`src/rtl/hri_pkg.sv`:
```
package hri_pkg;
  parameter int DATA_W = 13;
  parameter int BYTE_W = 8;
  parameter int HB_BIT = 7;
  localparam int UP_W   = DATA_W - BYTE_W;
  localparam int WIDE_B = DATA_W - 1;
  localparam int EXT_W  = 2 * BYTE_W - DATA_W + 1;
endpackage

```
`src/rtl/hri_edge_det.sv`:
```
module hri_edge_det #(
  parameter logic IDLE = 1'b1
) (
  input  logic clk,
  input  logic rst,
  input  logic din,
  output logic level,
  output logic rise,
  output logic fall
);
  logic now_q, old_q;

  always_ff @(posedge clk) begin
    if (rst) begin
      now_q <= IDLE;
      old_q <= IDLE;
    end else begin
      now_q <= din;
      old_q <= now_q;
    end
  end

  assign level = now_q;
  assign rise  = now_q & ~old_q;
  assign fall  = ~now_q & old_q;
endmodule

```
`src/rtl/hri_cfg_write.sv`:
```
module hri_cfg_write
  import hri_pkg::*;
(
  input  logic              clk,
  input  logic              rst,
  input  logic              wr_fire,
  input  logic [DATA_W-1:0] wdata,
  output logic [DATA_W-1:0] cfg,
  output logic              width_chg
);
  logic [DATA_W-1:0] cfg_q, cfg_nxt;

  always_comb begin
    cfg_nxt = cfg_q;
    if (wr_fire) begin
      if (cfg_q[WIDE_B]) begin
        cfg_nxt = wdata;
      end else if (cfg_q[HB_BIT]) begin
        cfg_nxt[DATA_W-1:BYTE_W] = wdata[UP_W-1:0];
        cfg_nxt[HB_BIT] = 1'b0;
      end else begin
        cfg_nxt[BYTE_W-1:0] = wdata[BYTE_W-1:0];
      end
    end
  end

  always_ff @(posedge clk) begin
    if (rst) cfg_q <= '0;
    else     cfg_q <= cfg_nxt;
  end

  assign width_chg = wr_fire & (cfg_nxt[WIDE_B] != cfg_q[WIDE_B]);
  assign cfg = cfg_q;

  p_hb_clear_r4: assert property (@(posedge clk) disable iff (rst)
    (wr_fire && !cfg_q[WIDE_B] && cfg_q[HB_BIT]) |=> !cfg_q[HB_BIT]);

  p_wide_whole_r8: assert property (@(posedge clk) disable iff (rst)
    (wr_fire && cfg_q[WIDE_B]) |=> (cfg_q == $past(wdata)));
endmodule

```
`src/rtl/hri_read_path.sv`:
```
module hri_read_path
  import hri_pkg::*;
(
  input  logic              clk,
  input  logic              rst,
  input  logic              wide,
  input  logic              rd_active,
  input  logic              rd_done,
  input  logic              width_chg,
  input  logic [DATA_W-1:0] result,
  output logic [DATA_W-1:0] dout,
  output logic [DATA_W-1:0] doe
);
  localparam logic [DATA_W-1:0] NARROW_OE = {{UP_W{1'b0}}, {BYTE_W{1'b1}}};

  logic              up_ptr;
  logic [BYTE_W-1:0] byte_sel;
  logic [DATA_W-1:0] dout_q, doe_q;

  always_ff @(posedge clk) begin
    if (rst || width_chg)       up_ptr <= 1'b0;
    else if (rd_done && !wide)  up_ptr <= ~up_ptr;
  end

  always_comb begin
    if (up_ptr) byte_sel = {{EXT_W{result[DATA_W-1]}}, result[DATA_W-2:BYTE_W]};
    else        byte_sel = result[BYTE_W-1:0];
  end

  always_ff @(posedge clk) begin
    if (rst) begin
      dout_q <= '0;
      doe_q  <= '0;
    end else if (rd_active) begin
      dout_q <= wide ? result : {{UP_W{1'b0}}, byte_sel};
      doe_q  <= wide ? {DATA_W{1'b1}} : NARROW_OE;
    end else begin
      doe_q  <= '0;
    end
  end

  assign dout = dout_q;
  assign doe  = doe_q;

  p_ptr_return_r5: assert property (@(posedge clk) disable iff (rst)
    (up_ptr && rd_done && !width_chg) |=> !up_ptr);

  p_ptr_clear_r10: assert property (@(posedge clk) disable iff (rst)
    width_chg |=> !up_ptr);

  p_wide_no_ptr_r7: assert property (@(posedge clk) disable iff (rst)
    (wide && !up_ptr) |=> !up_ptr);
endmodule

```
`src/rtl/hri_host_port.sv`:
```
module hri_host_port
  import hri_pkg::*;
(
  input  logic              clk,
  input  logic              rst,
  input  logic              sel_n,
  input  logic              wr_n,
  input  logic              rd_n,
  input  logic              wedge_fall,
  input  logic [DATA_W-1:0] bus_in,
  output logic [DATA_W-1:0] bus_out,
  output logic [DATA_W-1:0] bus_oe,
  output logic [DATA_W-1:0] cfg_word,
  input  logic [DATA_W-1:0] result_word
);
  logic              sel_q, strap_q;
  logic [DATA_W-1:0] data_q;
  logic              wr_lvl, wr_rise, wr_fall;
  logic              rd_lvl, rd_rise, rd_fall;
  logic              wr_fire, rd_active, rd_done, width_chg;
  logic [DATA_W-1:0] cfg;

  always_ff @(posedge clk) begin
    if (rst) begin
      sel_q   <= 1'b1;
      strap_q <= 1'b1;
      data_q  <= '0;
    end else begin
      sel_q   <= sel_n;
      strap_q <= wedge_fall;
      data_q  <= bus_in;
    end
  end

  hri_edge_det #(.IDLE(1'b1)) u_wr_edge (
    .clk(clk), .rst(rst), .din(wr_n),
    .level(wr_lvl), .rise(wr_rise), .fall(wr_fall)
  );

  hri_edge_det #(.IDLE(1'b1)) u_rd_edge (
    .clk(clk), .rst(rst), .din(rd_n),
    .level(rd_lvl), .rise(rd_rise), .fall(rd_fall)
  );

  assign wr_fire   = ~sel_q & (strap_q ? wr_fall : wr_rise);
  assign rd_active = ~sel_q & ~rd_lvl;
  assign rd_done   = ~sel_q & rd_rise;

  hri_cfg_write u_cfg (
    .clk(clk), .rst(rst), .wr_fire(wr_fire), .wdata(data_q),
    .cfg(cfg), .width_chg(width_chg)
  );

  hri_read_path u_rd (
    .clk(clk), .rst(rst), .wide(cfg[WIDE_B]), .rd_active(rd_active),
    .rd_done(rd_done), .width_chg(width_chg), .result(result_word),
    .dout(bus_out), .doe(bus_oe)
  );

  assign cfg_word = cfg;

  p_reset_state_r1: assert property (@(posedge clk)
    rst |=> (cfg_word == '0 && bus_oe == '0));

  p_narrow_oe_r2: assert property (@(posedge clk) disable iff (rst)
    (bus_oe[DATA_W-1:BYTE_W] != '0) |-> $past(cfg[WIDE_B]));

  p_quiet_no_write_r11: assert property (@(posedge clk) disable iff (rst)
    (sel_q && !width_chg) |=> $stable(cfg_word));

  always_comb begin
    if (!rst) begin
      p_oe_group_r2: assert ($countones(bus_oe[BYTE_W-1:0]) == 0 ||
                             $countones(bus_oe[BYTE_W-1:0]) == BYTE_W);
    end
  end

  logic unused_edges;
  assign unused_edges = rd_fall ^ wr_lvl;
endmodule

```
`config.mk`:
```
export PLATFORM = sky130hd
export DESIGN_NAME = hri_host_port
export DESIGN_NICKNAME = d
export VERILOG_FILES = /design/src/rtl/hri_pkg.sv /design/src/rtl/hri_edge_det.sv /design/src/rtl/hri_cfg_write.sv /design/src/rtl/hri_read_path.sv /design/src/rtl/hri_host_port.sv
export SDC_FILE = /design/constraint.sdc
export NUM_CORES = 1
export LEC_CHECK = 0
export BUFFER_PORTS_ARGS = -buffer_cell sky130_fd_sc_hd__buf_2
export CAP_MARGIN = 20
export CORE_ASPECT_RATIO = 0.75
export CORE_MARGIN = 3
export CORE_UTILIZATION = 35
export DETAILED_ROUTE_END_ITERATION = 8
export PLACE_DENSITY_LB_ADDON = 0.1
export SYNTH_ARGS = -nofsm -noshare
export SYNTH_HDL_FRONTEND = slang
export SYNTH_SLANG_ARGS = --single-unit
```
`constraint.sdc`:
```
create_clock -name clk -period 1.5 [get_ports clk]
set_clock_uncertainty 0.15 [all_clocks]
set_input_delay 0 -clock clk [delete_from_list [all_inputs] [get_ports clk]]
set_output_delay 0 -clock clk [all_outputs]
set_load 0.02 [all_outputs]
```
# Word-level counts from Yosys, hierarchy flattened
# Index checks and enable logic that the tools add are counted.
# Widths: inputs -> output; s select.
[op_classes]
bitwise = 14
reduce_logical = 7
eq_ne = 2
mux = 9
[ops]
columns = ["operator", "count"]
rows = [
  ["$mux 13", 4],
  ["$mux 8", 1],
  ["$and 1x1->1", 7],
  ["$mux 7", 1],
  ["$not 1->1", 7],
  ["$mux 5", 1],
  ["$reduce_and 2->1", 2],
  ["$mux 1", 2],
  ["$ne 2x1->1 const B", 1],
  ["$reduce_bool 2->1", 1],
  ["$reduce_or 2->1", 1],
  ["$logic_and 1x1->1", 1],
  ["$logic_not 1->1", 1],
  ["$logic_or 1x1->1", 1],
  ["$ne 1x1->1", 1],
]
[totals]
reg_bits = 59
output_inout_bits = 39
in_bits = 32
wordCells = 46

# Longest topological paths before layout
[logic_depth]
depth_word = 8
ltp_mapped = 5

# By module
# Synthesis repeated with hierarchy kept, for this count alone.
[unflattened]
hier_cells = 194
hier_area_um2 = 1843.0
[modules_own_cells]
columns = ["mod", "cells_per_inst", "instances", "area_each_um2", "seq_area_each_um2"]
rows = [
  ["hri_read_path", 79, 1, 733.2, 320.3],
  ["hri_cfg_write", 68, 1, 543.0, 260.2],
  ["hri_host_port", 35, 1, 434.2, 300.3],
  ["hri_edge_det", 6, 2, 66.3, 40.0],
]

# Least setup slack after synthesis
# OpenSTA, ideal clock, no wires.
[synth_timing]
path_type = "reg2reg"
startpoint = "register strap_q"
endpoint = "register u_cfg.cfg_q[0] (netlist: u_cfg.cfg[0])"
path_slack_ns = -0.105
arrival_time_ns = 1.383
setup_time_ns = 0.072
stages_incl_launch_ff = 4
required_time_ns = 1.278
path_cell_list = "dfxtp_1 -> or4bb_4 -> a21oi_4 -> mux2i_1"
[synth_via]
elab_chain_cells = 3
[synth_lines]
columns = ["item", "line_no", "text"]
rows = [
  ["from (decl)", "hri_host_port.sv:16", "logic sel_q, strap_q;"],
  ["from (signal assigned)", "hri_host_port.sv:30", "strap_q <= wedge_fall;"],
  ["$mux 1", "hri_host_port.sv:45", "assign wr_fire = ~sel_q & (strap_q ? wr_fall : wr_rise);"],
  ["$and 1x1->1", "hri_host_port.sv:45", ""],
  ["$reduce_and 2->1 (no source line)", "--", ""],
  ["to (signal assigned)", "hri_cfg_write.sv:29", "else cfg_q <= cfg_nxt;"],
  ["to (decl)", "hri_cfg_write.sv:11", "logic [DATA_W-1:0] cfg_q, cfg_nxt;"],
]
# Every way passes these cells.
# A chain may end at the register's enable or synchronous reset.

# Worst setup path after layout
[layout_timing]
startpoint = "register u_wr_edge.old_q"
endpoint = "register u_cfg.cfg_q[7] (netlist: u_cfg.cfg[7])"
[layout_via]
elab_chain_cells = 4
[layout_lines]
columns = ["item", "line_no", "text"]
rows = [
  ["from (decl)", "hri_edge_det.sv:11", "logic now_q, old_q;"],
  ["from (signal assigned)", "hri_edge_det.sv:19", "old_q <= now_q;"],
  ["$not 1->1", "hri_edge_det.sv:24", "assign rise = now_q & ~old_q;"],
  ["$and 1x1->1", "hri_edge_det.sv:24", ""],
  ["$mux 1 *", "hri_host_port.sv:45", ""],
  ["$and 1x1->1 *", "hri_host_port.sv:45", ""],
]
# Mark *: on every way between the ends. The rest lies on a longest branch, timed or not.

==> impl_metrics.yaml <==
status:
  outcome: "finished with violations"
  violations: "setup timing"
routing:
  wire_per_inst_um: 11.5
  drc: 0
  drt_iter0_markers: 69
  ant_nets: 0
  firstDrtPassIters: 4
  avgViaCountPerCell: 4.39
  num_vias: 1683
  postRouteWirelength_um: 4420
setup_path:
  crit_path_start_kind: "register"
  critPathArrivalTime_ps: 1710
  crit_fanout: 4
  slowest_stage: "or4b_4"
  critPathTopFamily: "simple AND/OR/NAND/NOR gates"
  critical_path_required_ps: 1580
  path_depth: 4
  worst-path-buf-inv: 1
  crit_type: "reg -> reg"
  r2r_cells: 4
  end_kind: "register"
  crit_chain: "or4b_4 > buf_4 > a211o_1 > a21oi_1"
  critPathMaxStageDelay_ps: 560
global_routing:
  grt_pass1_vias: 1640
  grt_max_degree: 23
  grt_util_met3_pct: 4.01
  grt_pass1_wl_um: 7690
  met1_usage_pct: 20.0
  grt_overflow: 0
  globalRouteTotalUtil_pct: 14.8
  antenna_found_initial: 0
  grt_use_met2_pct: 23.5
  busiest_layer: "met2"
cells_and_area:
  final_layout_size_suffix_gt1_share_pct: 37.3
  fill_cells: 480
  n_antenna_cell: 0
  multi_input_area_um2: 800
  final_area_um2: 2900
  seqCellArea_um2: 966
  fin_nets: 343
  post-route-util_pct: 57.2
  area_growth_pct: 52.9
sta:
  setup_violations: 13
  maxSlewHeadroom_pct: 73.4
  hold_slack_ps: 285
  fmax_mhz: 610
  period_share_pct: 109
  finalHoldViolCount: 0
  slew_viol_final: 0
  tns_ps: -1310
  setup_ws_ps: -139
  min_period_ps: 1640
  worstMarginPinSlew_ps: 394
  grt_setup_unrepaired: "true"
die:
  die-area_um2: 6340
  io_pins: 71
  start_util_pct: 37.4
  die-height_um: 69.7
  rows: 22
  die_w_um: 90.9
  coreArea_um2: 5060
clock_tree:
  root_buffer: "clkbuf_8"
  clkSinkCount: 48
  numCtsBuffers: 5
  htreeDepth: 2
  cts_tree: "built"
  clockBufferDepth: 2
  path_clk_slew_ps: 80
  insertion_delay_ps: 290
synthesis:
  synthAdderAreaFrac_pct: 0
  netlist_instances: 198
  synth_compound_area_share_pct: 10.8
  post_synth_mux_area_share_pct: 8.20
  yosys.area_share.simple_pct: 22.5
  seq_area_frac_synth_pct: 50.8
  synth.avg_cell_area_um2: 9.56
  synth_cell_types: 29
  synth_seq_cells: 48
  syn-num-nets: 230
  ys_warn_count: 0
  synth_xor_area_share_pct: 0.463
  synth_top_family_by_area: "simple AND/OR/NAND/NOR gates"
  netlist_area_um2: 1890
power:
  p_leak_nw: 1.34
  peakVddDrop_mv: 0.451
  power_mw: 2.38
  powerDensity_nw_per_um2: 822
place:
  numPortBuffers: 70
  placed_area_um2: 2350
  gp_congestion: 0.730
  dpl.hpwl_um: 2970
run:
  cap_violations: 0
min_path:
  holdPathStages: 3
  hold_path.class: "in -> reg"
## cell usage after synthesis
cell      instances  area [um^2]
nand3b_1          4         30.0
a211o_1           1         8.76
a31oi_1           1         6.26
nor2b_1          19          119
a21oi_4           1         16.3
and3_1            2         12.5
nor4b_1           2         17.5
o21a_1            1         7.51
mux2i_1          11          110
o22ai_1           2         12.5
o211ai_1          1         7.51
mux2_2            4         45.0
o21ai_0           5         25.0
a21oi_1          18         90.1
xor2_1            1         8.76
or2_2             7         43.8
dfxtp_1          48          961
clkbuf_1         11         41.3
nand2b_1          1         6.26
or4b_4            1         13.8
nand2_1          23         86.3
and4bb_2          1         12.5
a211oi_1          4         30.0
and3b_1           2         17.5
or4bb_4           1         15.0
inv_1             2         7.51
nand3_1           5         25.0
buf_4            12         90.1
nor2_1            7         26.3
## registers in the layout (all words and copies together) (netlist names)
| register | count |
|---|---|
| data_q | 13 |
| sel_q | 1 |
| strap_q | 1 |
| u_cfg.cfg | 13 |
| u_rd.doe | 2 |
| u_rd.dout | 13 |
| u_rd.up_ptr | 1 |
| u_rd_edge.level | 1 |
| u_rd_edge.old_q | 1 |
| u_wr_edge.level | 1 |
| u_wr_edge.old_q | 1 |
## worst reg2reg max path, delay by kind of cell (launching register included)
kind	cells	cell delay, ps
simple gates	1	560
buf+inv	1	160
flops	1	330
compound gates	2	380
## per-stage QoR
step | setup slack, ps | cells
after global placement | -87.4 | 333
after floorplan | -78.2 | 198
after detailed placement | -121 | 333
after CTS | -119 | 382
final | -139 | 383
after global routing | -191 | 383
## cell type report
type / instances / area share, %
repair buffers: 129 / 32.3
flip-flops and latches: 48 / 33.4
clock buffers: 7 / 3.33
multi-input cells: 125 / 27.6
inverters: 2 / 0.259
well taps: 72 / 3.11
## placed cells by master, fill, tap and decap left out, types with 7 or more instances in the layout
cell type,count
or2_2,7
mux2i_1,11
nor2_1,7
a21oi_1,17
dlygate4sd3_1,41
clkbuf_8,7
nand2_1,23
buf_4,12
dfxtp_1,44
buf_2,70
nor2b_1,19
## final timing paths
kind / startpoint / end / slack (ps)
worst max-delay path: u_wr_edge.old_q / u_cfg.cfg[7] / -140
worst min-delay path: rd_n / u_rd_edge.level / 280
worst max register to register: u_wr_edge.old_q / u_cfg.cfg[7] / -140
worst min register to register: data_q[5] / u_cfg.cfg[5] / 290
## repair_timing
item	4_1_cts	5_1_grt
resized for setup	3	6
endpoints found under the setup margin	13	30
hold buffers	41	0
hold endpoints to repair	31	0
pin swaps	2	2
buffers inserted	1	1
## per-layer routing
metal  vias up  part of all wire, %  wire length [um]
li1        887                    -                 -
met1       752                   49              2170
met2        39                   46              2010
met3         5                  4.5               198
met4         0                 0.75                33
met5         -                    0                 0
## logic make-up after synthesis
group                     Yosys count
and+or+nand+nor                    75
DFF                                48
buffers and inverters              25
AOI/OAI and AO/OA                  34
muxes                              15
xor gates and xnor gates            1
## power by group
| part | switching (mW) | leakage (nW) | internal (mW) |
|---|---|---|---|
| Sequential | 0.0210 | 0.392 | 1.31 |
| Clock | 0.376 | 0.0503 | 0.410 |
| Combinational | 0.103 | 0.895 | 0.159 |
| Total | 0.500 | 1.34 | 1.88 |
Note: power is estimated with default switching activity, not from simulation.
